**src/rtl/i2cs_pkg.sv**
```systemverilog
package i2cs_pkg;

    localparam int BYTE_W = 8;

    typedef enum logic [3:0] {
        ST_IDLE,
        ST_ADDR,
        ST_ADDR_ACK,
        ST_REG,
        ST_REG_ACK,
        ST_WDATA,
        ST_WDATA_ACK,
        ST_RDATA,
        ST_RACK,
        ST_WAIT
    } state_t;

endpackage

```
**src/rtl/i2cs_sync.sv**
```systemverilog
// Multi-stage synchroniser for the bus lines, plus a one-cycle-delayed copy
// of the synchronised value for edge detection. Lines reset to idle-high.
module i2cs_sync #(
    parameter int W      = 2,
    parameter int STAGES = 2
) (
    input  logic         clk,
    input  logic         rst_n,
    input  logic [W-1:0] din,
    output logic [W-1:0] q,
    output logic [W-1:0] q_d
);
    logic [W-1:0] chain [STAGES];

    genvar g;
    generate
        for (g = 0; g < STAGES; g++) begin : g_stage
            always_ff @(posedge clk or negedge rst_n) begin
                if (!rst_n) begin
                    chain[g] <= '1;
                end else if (g == 0) begin
                    chain[g] <= din;
                end else begin
                    chain[g] <= chain[(g == 0) ? 0 : g - 1];
                end
            end
        end
    endgenerate

    always_ff @(posedge clk or negedge rst_n) begin
        if (!rst_n) begin
            q_d <= '1;
        end else begin
            q_d <= chain[STAGES-1];
        end
    end

    assign q = chain[STAGES-1];
endmodule

```
**src/rtl/i2cs_cond.sv**
```systemverilog
// Bus condition decoder working on synchronised SCL/SDA and their delayed copies.
module i2cs_cond (
    input  logic scl,
    input  logic sda,
    input  logic scl_d,
    input  logic sda_d,
    output logic scl_rise,
    output logic scl_fall,
    output logic start_det,
    output logic stop_det
);
    assign scl_rise  = scl & ~scl_d;
    assign scl_fall  = ~scl & scl_d;
    assign start_det = scl & scl_d & sda_d & ~sda;
    assign stop_det  = scl & scl_d & ~sda_d & sda;
endmodule

```
**src/rtl/i2cs_regfile.sv**
```systemverilog
// Register file with a bus-side port and a host-side port; bus write wins a clash.
module i2cs_regfile #(
    parameter int DEPTH = 16,
    parameter int DW    = 8,
    localparam int AW   = $clog2(DEPTH)
) (
    input  logic          clk,
    input  logic          rst_n,
    input  logic          bus_we,
    input  logic [AW-1:0] bus_addr,
    input  logic [DW-1:0] bus_wdata,
    output logic [DW-1:0] bus_rdata,
    input  logic          host_we,
    input  logic [AW-1:0] host_addr,
    input  logic [DW-1:0] host_wdata,
    output logic [DW-1:0] host_rdata
);
    logic [DW-1:0] mem [DEPTH];

    always_ff @(posedge clk or negedge rst_n) begin
        if (!rst_n) begin
            for (int i = 0; i < DEPTH; i++) mem[i] <= '0;
        end else begin
            if (host_we) mem[host_addr] <= host_wdata;
            if (bus_we)  mem[bus_addr]  <= bus_wdata;
        end
    end

    assign bus_rdata  = mem[bus_addr];
    assign host_rdata = mem[host_addr];
endmodule

```
**src/rtl/i2cs_top.sv**
```systemverilog
module i2cs_top
    import i2cs_pkg::*;
#(
    parameter logic [6:0] DEV_ADDR = 7'h2A,
    parameter int         DEPTH    = 16,
    parameter int         STAGES   = 2
) (
    input  logic                     clk,
    input  logic                     rst_n,
    input  logic                     scl_i,
    input  logic                     sda_i,
    output logic                     sda_oe,
    input  logic [$clog2(DEPTH)-1:0] host_addr,
    input  logic                     host_we,
    input  logic [BYTE_W-1:0]        host_wdata,
    output logic [BYTE_W-1:0]        host_rdata
);
    localparam int AW = $clog2(DEPTH);

    logic              scl_s, sda_s, scl_d, sda_d;
    logic              scl_rise, scl_fall, start_det, stop_det;
    state_t            state, state_d;
    logic [3:0]        cnt;
    logic [BYTE_W-1:0] sr, tx, rd_byte;
    logic [AW-1:0]     ptr;
    logic              rw, mack, bus_we, byte_done;

    i2cs_sync #(.W(2), .STAGES(STAGES)) u_sync (
        .clk(clk), .rst_n(rst_n), .din({scl_i, sda_i}),
        .q({scl_s, sda_s}), .q_d({scl_d, sda_d})
    );

    i2cs_cond u_cond (
        .scl(scl_s), .sda(sda_s), .scl_d(scl_d), .sda_d(sda_d),
        .scl_rise(scl_rise), .scl_fall(scl_fall),
        .start_det(start_det), .stop_det(stop_det)
    );

    assign byte_done = (cnt == 4'd8);
    assign bus_we    = scl_fall && !start_det && !stop_det
                       && (state == ST_WDATA) && byte_done;

    i2cs_regfile #(.DEPTH(DEPTH), .DW(BYTE_W)) u_regs (
        .clk(clk), .rst_n(rst_n),
        .bus_we(bus_we), .bus_addr(ptr), .bus_wdata(sr), .bus_rdata(rd_byte),
        .host_we(host_we), .host_addr(host_addr), .host_wdata(host_wdata),
        .host_rdata(host_rdata)
    );

    // State register
    always_ff @(posedge clk or negedge rst_n) begin
        if (!rst_n) state <= ST_IDLE;
        else        state <= state_d;
    end

    // Next-state logic
    always_comb begin
        state_d = state;
        if (start_det) begin
            state_d = ST_ADDR;
        end else if (stop_det) begin
            state_d = ST_IDLE;
        end else if (scl_fall) begin
            unique case (state)
                ST_ADDR:      if (byte_done) state_d = (sr[7:1] == DEV_ADDR) ? ST_ADDR_ACK : ST_WAIT;
                ST_ADDR_ACK:  state_d = rw ? ST_RDATA : ST_REG;
                ST_REG:       if (byte_done) state_d = ST_REG_ACK;
                ST_REG_ACK:   state_d = ST_WDATA;
                ST_WDATA:     if (byte_done) state_d = ST_WDATA_ACK;
                ST_WDATA_ACK: state_d = ST_WDATA;
                ST_RDATA:     if (byte_done) state_d = ST_RACK;
                ST_RACK:      state_d = mack ? ST_RDATA : ST_WAIT;
                default:      state_d = state;
            endcase
        end
    end

    // Outputs and datapath
    always_ff @(posedge clk or negedge rst_n) begin
        if (!rst_n) begin
            cnt    <= '0;
            sr     <= '0;
            tx     <= '0;
            ptr    <= '0;
            rw     <= 1'b0;
            mack   <= 1'b0;
            sda_oe <= 1'b0;
        end else if (start_det || stop_det) begin
            cnt    <= '0;
            sda_oe <= 1'b0;
        end else begin
            if (scl_rise) begin
                if (state inside {ST_ADDR, ST_REG, ST_WDATA, ST_RDATA}) begin
                    sr  <= {sr[6:0], sda_s};
                    cnt <= cnt + 4'd1;
                end
                if (state == ST_RACK) mack <= !sda_s;
            end
            if (scl_fall) begin
                unique case (state)
                    ST_ADDR: if (byte_done) begin
                        rw     <= sr[0];
                        sda_oe <= (sr[7:1] == DEV_ADDR);
                    end
                    ST_REG: if (byte_done) begin
                        ptr    <= sr[AW-1:0];
                        sda_oe <= 1'b1;
                    end
                    ST_WDATA: if (byte_done) begin
                        ptr    <= ptr + 1'b1;
                        sda_oe <= 1'b1;
                    end
                    ST_REG_ACK, ST_WDATA_ACK: begin
                        cnt    <= '0;
                        sda_oe <= 1'b0;
                    end
                    ST_ADDR_ACK, ST_RACK: begin
                        cnt <= '0;
                        if ((state == ST_ADDR_ACK) ? rw : mack) begin
                            tx     <= rd_byte;
                            sda_oe <= !rd_byte[7];
                        end else begin
                            sda_oe <= 1'b0;
                        end
                    end
                    ST_RDATA: if (byte_done) begin
                        sda_oe <= 1'b0;
                        ptr    <= ptr + 1'b1;
                    end else begin
                        tx     <= {tx[6:0], 1'b0};
                        sda_oe <= !tx[6];
                    end
                    default: sda_oe <= 1'b0;
                endcase
            end
        end
    end
endmodule

```
**config.mk**
```make
export PLATFORM = sky130hd
export DESIGN_NAME = i2cs_top
export DESIGN_NICKNAME = d
export VERILOG_FILES = /design/src/rtl/i2cs_pkg.sv /design/src/rtl/i2cs_sync.sv /design/src/rtl/i2cs_cond.sv /design/src/rtl/i2cs_regfile.sv /design/src/rtl/i2cs_top.sv
export SDC_FILE = /design/constraint.sdc
export NUM_CORES = 1
export LEC_CHECK = 0
export ABC_AREA = 0
export CORE_ASPECT_RATIO = 0.5
export CORE_UTILIZATION = 25
export CTS_BUF_LIST = sky130_fd_sc_hd__clkbuf_8
export DETAILED_ROUTE_END_ITERATION = 8
export DONT_BUFFER_PORTS = 1
export GPL_TIMING_DRIVEN = 0
export SLEW_MARGIN = 20
export SYNTH_ARGS = -nofsm -noshare
export SYNTH_HDL_FRONTEND = slang
export SYNTH_SLANG_ARGS = --single-unit
```
**constraint.sdc**
```tcl
create_clock -name clk -period 2.4 [get_ports clk]
set_input_delay 0.12 -clock clk [delete_from_list [all_inputs] [get_ports clk]]
set_output_delay 0.12 -clock clk [all_outputs]
set_load 0.1 [all_outputs]
```
# ---- After elaboration in Yosys (flattened, before gate mapping)
# Cells that the tools add are included.
dict set report word_totals {
  inputBits 17
  elab_cells 141
  ff_bits 164
  output_inout_bits 9
}
dict set report classes {
  eq_ne 20
  n_mux 44
  magnitude_cmp 4
  bitwise_logic 14
  n_addsub 2
  reduce_logical 30
}
# cell count
set ops {}
lappend ops {{$bwmux 128} 2}
lappend ops {{$mux 128} 2}
lappend ops {{$bmux 8 s4} 2}
lappend ops {{$demux 8 s4} 2}
lappend ops {{$mux 4} 16}
lappend ops {{$mux 8} 6}
lappend ops {{$pmux 4 s7} 1}
lappend ops {{$eq 4x3->1 const B} 4}
lappend ops {{$ne 4x4->1 const B} 4}
lappend ops {{$mux 7} 2}
lappend ops {{$pmux 7 s2} 1}
lappend ops {{$ge 5x5->1 const B} 2}
lappend ops {{$lt 5x1->1 const B} 2}
lappend ops {{$not 4->5} 2}
lappend ops {{$reduce_and 5->1} 2}
lappend ops {{$reduce_and 3->1} 3}
lappend ops {{$reduce_bool 9->1} 1}
lappend ops {{$add 4x1->4 const B} 2}
lappend ops {{$eq 4x2->1 const B} 2}
lappend ops {{$eq 4x4->1 const B} 2}
lappend ops {{$pmux 4 s2} 1}
lappend ops {{$reduce_or 2->1} 4}
lappend ops {{$and 1x1->1} 7}
lappend ops {{$eq 7x6->1 const B} 1}
lappend ops {{other kinds (18)} 41}

# ---- Logic depth before layout (Yosys ltp)
dict set report logic_depth {
  depth_word 9
  depth_mapped 10
  mapped_depth_nobuf 7
}

# ---- Modules after synthesis
# From an unflattened synthesis, not the netlist that was laid out.
dict set report hier_totals {
  hier_cells 1132
  area_unflattened_um2 10587.7
}
# mod cells_per_inst instances area_per_inst_um2 seq_area_each_um2
set modules_own_cells {}
lappend modules_own_cells {i2cs_regfile 956 1 8652.0 3203.1}
lappend modules_own_cells {i2cs_top 164 1 1730.4 750.7}
lappend modules_own_cells {i2cs_sync 8 1 172.7 157.7}
lappend modules_own_cells {i2cs_cond 4 1 32.5 0.0}

# ---- Worst setup path after synthesis
# OpenSTA, ideal clock, no wires.
dict set report synth_timing {
  kind {register to register}
  start {register ptr[0]}
  end {register u_regs.mem[31] in the netlist's numbering}
  stages_incl_launch_ff 11
  n_path_buf 4
  period_less_slack_ps 1943
  setup_time_ps 76
  slack_ps 457
  arrival_ps 1867
  required_time_ps 2324
  path_cell_list {dfrtp_1 buf_4 buf_4 buf_6 inv_1 ha_1 nand4_1 nor2_1 buf_2 nand2_1 o21ai_1}
}
dict set report synth_between {
  elab_chain_cells 7
  elab_cells_between_ends 8
  cone_classes {2 x order compare; 4 x mux; 1 x bitwise; 1 x reduce/logical}
}
# element line_no
set synth_rtl {}
lappend synth_rtl {{start: declaration} i2cs_top.sv:25} ;# logic [AW-1:0] ptr;
lappend synth_rtl {{start signal: assignment} i2cs_top.sv:106} ;# ptr <= sr[AW-1:0];
lappend synth_rtl {{start signal: assignment} i2cs_top.sv:110} ;# ptr <= ptr + 1'b1;
lappend synth_rtl {{start signal: assignment} i2cs_top.sv:128} ;# ptr <= ptr + 1'b1;
lappend synth_rtl {{$not 4->5 (implied by the code) *} i2cs_regfile.sv:25} ;# if (bus_we) mem[bus_addr] <= bus_wdata;
lappend synth_rtl {{$ge 5x5->1 (implied by the code) or $lt 5x1->1 (tied branches)} i2cs_regfile.sv:25}
lappend synth_rtl {{$logic_and 1x1->1 (implied by the code)} i2cs_regfile.sv:25}
lappend synth_rtl {{$mux 8 (implied by the code)} i2cs_regfile.sv:25}
lappend synth_rtl {{$demux 8 s4 *} i2cs_regfile.sv:25}
lappend synth_rtl {{$bwmux 128 *} i2cs_regfile.sv:25}
lappend synth_rtl {{$mux 128 *} i2cs_regfile.sv:25}
lappend synth_rtl {{end signal: indexed assignment} i2cs_regfile.sv:24} ;# if (host_we) mem[host_addr] <= host_wdata;
lappend synth_rtl {{end signal: indexed assignment} i2cs_regfile.sv:25}
lappend synth_rtl {{end: declaration} i2cs_regfile.sv:18} ;# logic [DW-1:0] mem [DEPTH];
# Mark *: on every way between the ends. The rest lies on a longest branch, timed or not.
# A chain may end at the register's enable or synchronous reset.

# ---- Final worst setup path
dict set report layout_timing {
  start {register u_regs.mem[5] in the netlist's numbering}
  end {output host_rdata[5]}
}
dict set report layout_between {
  elab_chain_cells 3
}
# element line_no
set layout_rtl {}
lappend layout_rtl {{$bmux 8 s4} i2cs_regfile.sv:30} ;# assign host_rdata = mem[host_addr];
lappend layout_rtl {{$mux 8 (implied by the code) (2 in series)} i2cs_regfile.sv:30}
lappend layout_rtl {{end: declaration} i2cs_top.sv:16} ;# output logic [BYTE_W-1:0] host_rdata
# No other way between the ends. The select of a mux whose other input is x is not followed.

==> reports/summary.md <==
• **crit-path max FO** 3
• **count of input and output buffers** 0
• **TritonCTS clock tree** done
• **startpoint of the lowest-slack register-to-register path** ptr[0]
• **GRT met2 Usage** 27.64%
• **total nets after synthesis** 974
• **number of rows created at floorplan** 51
• **remaining global-route overflow** 0
• **Setup violations, final** 0
• **portion of the post-synthesis area used by sequential elements** 40.86%
• **largest net degree at the start of global routing** 165
• **Post-synth ARST share** 100.0%
• **Hold Worst Slack** -0.6880 ns
• **fraction of layout cells with a size suffix above 1** 21.31%
• **worst IR drop on VDD** 0.0003432 V
• **CTS buffer count** 17
• **startpoint type of the worst setup path** flop
• **met3 capacity usage during global routing** 3.365%
• **Root Buffer** sky130_fd_sc_hd__clkbuf_8
• **failing checks** hold timing
• **worst setup path startpoint** u_regs.mem[5]
• **Worst Tran Pin Value** 0.9276 ns
• **Max transition margin** 38.16%
• **Clock Tree Buf Depth** 2
• **Pwr per Cell Area** 768.5 nW/um^2
• **total number of H-tree levels** 4
• **RSZ-0062 raised after global routing** true
• **core utilization of the finished layout** 29.34%
• **Static Leakage** 4.278 nW
• **final instance area** 11510 sq um
• **chip width** 285.7 um
• **Fmax** 418.2 MHz
• **cell area after placement** 10730 sq um
• **final critical path time including I/O delays and setup** 2.391 ns
• **Req. time, crit path** 2.28 ns
• **clk sink count** 164
• **synth-to-layout area growth** 14.40%
• **final worst-path cycle share** 99.62%
• **Post-route DRC** 0
• **hold_buf cts** 10
• **DP Wirelength** 23790 um
• **Post-synth EDFFs** 0
• **Starting Density** 25.64%
• **run status** finished, violations left
• **die footprint** 41110 sq um
• **leading register cell type out of synthesis** sky130_fd_sc_hd__dfrtp_1
• **arrival time of the worst setup path** 2.27 ns
• **vias post-DR** 8194
• **weighted congestion at the end of routability-driven global placement** 0.9757
• **count of state elements after synthesis** 164
• **routed length per instance** 22.92 um
• **number of slew-limit violations in the final report** 0
• **Fin. Hold Viols** 164
• **Vert. Die Dim** 143.9 um
• **number of I/O pins** 26
• **first-pass GRT wire length** 51330 um
• **setup skew after layout** 0.01705 ns
• **Post-Synthesis Mean Instance Area** 10.58 sq um
• **Synth warnings** 0
• **overall power of the completed layout** 8.847 mW
• **Unique masters post-synth** 55
• **number of violations of the max-capacitance limit** 0
• **GRT busiest layer** met2
• **GRT Util Overall** 17.10%
• **net count reported at finish** 1019
• **clock transition time at the flip-flop clock pins of the worst setup and hold paths** 0.10 ns
• **Worst setup EP type** output port
• **startpoint-to-endpoint class of the critical path** flop to output port
• **initial antenna violation count** 1
• **class of the most critical hold timing path** input pin to async pin
• **Core Area** 39240 sq um
• **total standard cell area after synthesis** 10060 sq um
• **latest clock arrival within the worst-skew pair** 0.50 ns
• **DRT Wirelength** 35290 um
• **average via count per standard cell** 5.321
• **global routing met1 resource utilization** 21.86%
• **commonest non-fill, non-tap cell in the layout** sky130_fd_sc_hd__mux2i_1
• **commonest cells after routing, fill and taps aside** sky130_fd_sc_hd__mux2i_1 (164), sky130_fd_sc_hd__dfrtp_1 (158), sky130_fd_sc_hd__nand2_1 (149)
• **number of search-and-repair iterations in the first detailed-routing pass** 5
• **Detailed Route Iter0 Violations** 984
• **Worst Reg-to-Reg Cells** 11
• **Syn Inst Count** 951
• **Post-DRT Antenna Nets** 0
• **number of global-route vias before repair** 7711
## synthesized netlist by cell type (3+ instances only)
master	n	area share, %
sky130_fd_sc_hd__nor2_2	12	0.75
sky130_fd_sc_hd__nand3b_1	5	0.37
sky130_fd_sc_hd__or3_1	4	0.25
sky130_fd_sc_hd__dfrtp_1	158	39
sky130_fd_sc_hd__mux2i_1	164	16
sky130_fd_sc_hd__xor2_1	3	0.26
sky130_fd_sc_hd__ha_1	6	0.75
sky130_fd_sc_hd__buf_4	9	0.67
sky130_fd_sc_hd__inv_1	8	0.30
sky130_fd_sc_hd__buf_6	7	0.78
sky130_fd_sc_hd__nand3_1	7	0.35
sky130_fd_sc_hd__buf_1	3	0.11
sky130_fd_sc_hd__a21oi_1	9	0.45
sky130_fd_sc_hd__o2bb2ai_1	6	0.52
sky130_fd_sc_hd__buf_2	36	1.8
sky130_fd_sc_hd__o22ai_1	7	0.44
sky130_fd_sc_hd__and3_1	3	0.19
sky130_fd_sc_hd__mux2_2	13	1.5
sky130_fd_sc_hd__o21ai_0	62	3.1
sky130_fd_sc_hd__o21ai_1	87	4.3
sky130_fd_sc_hd__a221oi_1	6	0.52
sky130_fd_sc_hd__nor2b_1	5	0.31
sky130_fd_sc_hd__nand2_1	149	5.6
sky130_fd_sc_hd__mux4_2	56	13
sky130_fd_sc_hd__clkbuf_1	25	0.93
sky130_fd_sc_hd__a211oi_1	9	0.67
sky130_fd_sc_hd__dfstp_2	6	1.6
sky130_fd_sc_hd__a21o_1	3	0.22
sky130_fd_sc_hd__nor3_1	4	0.20
sky130_fd_sc_hd__a22oi_1	5	0.37
sky130_fd_sc_hd__nor2_1	32	1.2
sky130_fd_sc_hd__nand2b_1	12	0.75
sky130_fd_sc_hd__nand4_1	4	0.25
## sequential cells by signal (all words and copies together), names as in the netlist
signal,count
tx,7
sr,8
sda_oe,1
ptr,4
cnt,4
u_sync.q_d,2
state,4
u_regs.mem,128
u_sync.chain,2
mack,1
u_sync.q,2
rw,1
## timing repair
item | 4_1_cts | 5_1_grt
endpoints found under the setup margin | 132 | 56
pin swaps | 1 | 4
gates resized for setup | 20 | 24
buffers inserted | 4 | 12
endpoints found under the hold margin | 214 | 164
## final timing paths
check	slack (ns)	to
worst max register to register	0.06	u_regs.mem[89]
worst min-delay path	-0.69	cnt[0]
min in group clk	0.15	u_regs.mem[5]
worst max-delay path	0.009	host_rdata[5]
worst min register to register	0.36	u_sync.q[1]
max in group asynchronous	2.73	u_regs.mem[59]
## layer usage
metal	up-vias	wire length (um)
met3	69	2728
li1	3556	-
met1	4170	14650
met2	399	16430
met5	-	0
met4	0	1482
## where the power goes
group,internal [mW],switching [mW],leakage (nW)
clock network,0.955,1.23,0.209
registers,3.40,0.595,1.86
logic,1.00,1.66,2.21
total,5.36,3.48,4.28
## area by class of cell
cell class / instances / area, sq um
tap: 530 / 663.1
sequential: 164 / 4111
clock buffer: 17 / 234.0
buffer: 81 / 466.7
inverter: 8 / 30.03
clock inverter: 15 / 167.7
timing repair buffer: 26 / 220.2
fill: 4062 / 27730
antenna: 1 / 2.502
multi-input combinational: 698 / 5617
## kinds of logic after synthesis
logic type / after synthesis / synth area share [%]
and+or+nand+nor: 251 / 11.45
DFF: 164 / 40.86
buffers and inverters: 89 / 4.737
adders and majority gates: 6 / 0.7460
xor gates and xnor gates: 5 / 0.4352
muxes: 233 / 30.30
AOI/OAI and AO/OA: 203 / 11.48
## critical path, stage by stage (launching register included)
cell and delay (ns):
sky130_fd_sc_hd__dfrtp_1 0.45, sky130_fd_sc_hd__mux4_2 0.54, sky130_fd_sc_hd__mux4_2 0.78
## metrics by stage
stage | setup WS, ns | TNS [ns] | cells | hold WS [ns]
2_1_floorplan | 0.4569 | 0 | 951 | -0.1756
3_3_place_gp | -0.4196 | -27.07 | 1481 | -0.1700
3_5_place_dp | -0.4667 | -28.04 | 1481 | -0.1691
4_1_cts | -0.2481 | -5.467 | 1527 | -0.6990
5_1_grt | -0.005817 | -0.007369 | 1539 | -0.7081
6_report | 0.009051 | 0 | 1540 | -0.6880
Note: power is estimated with default switching activity, not from simulation.
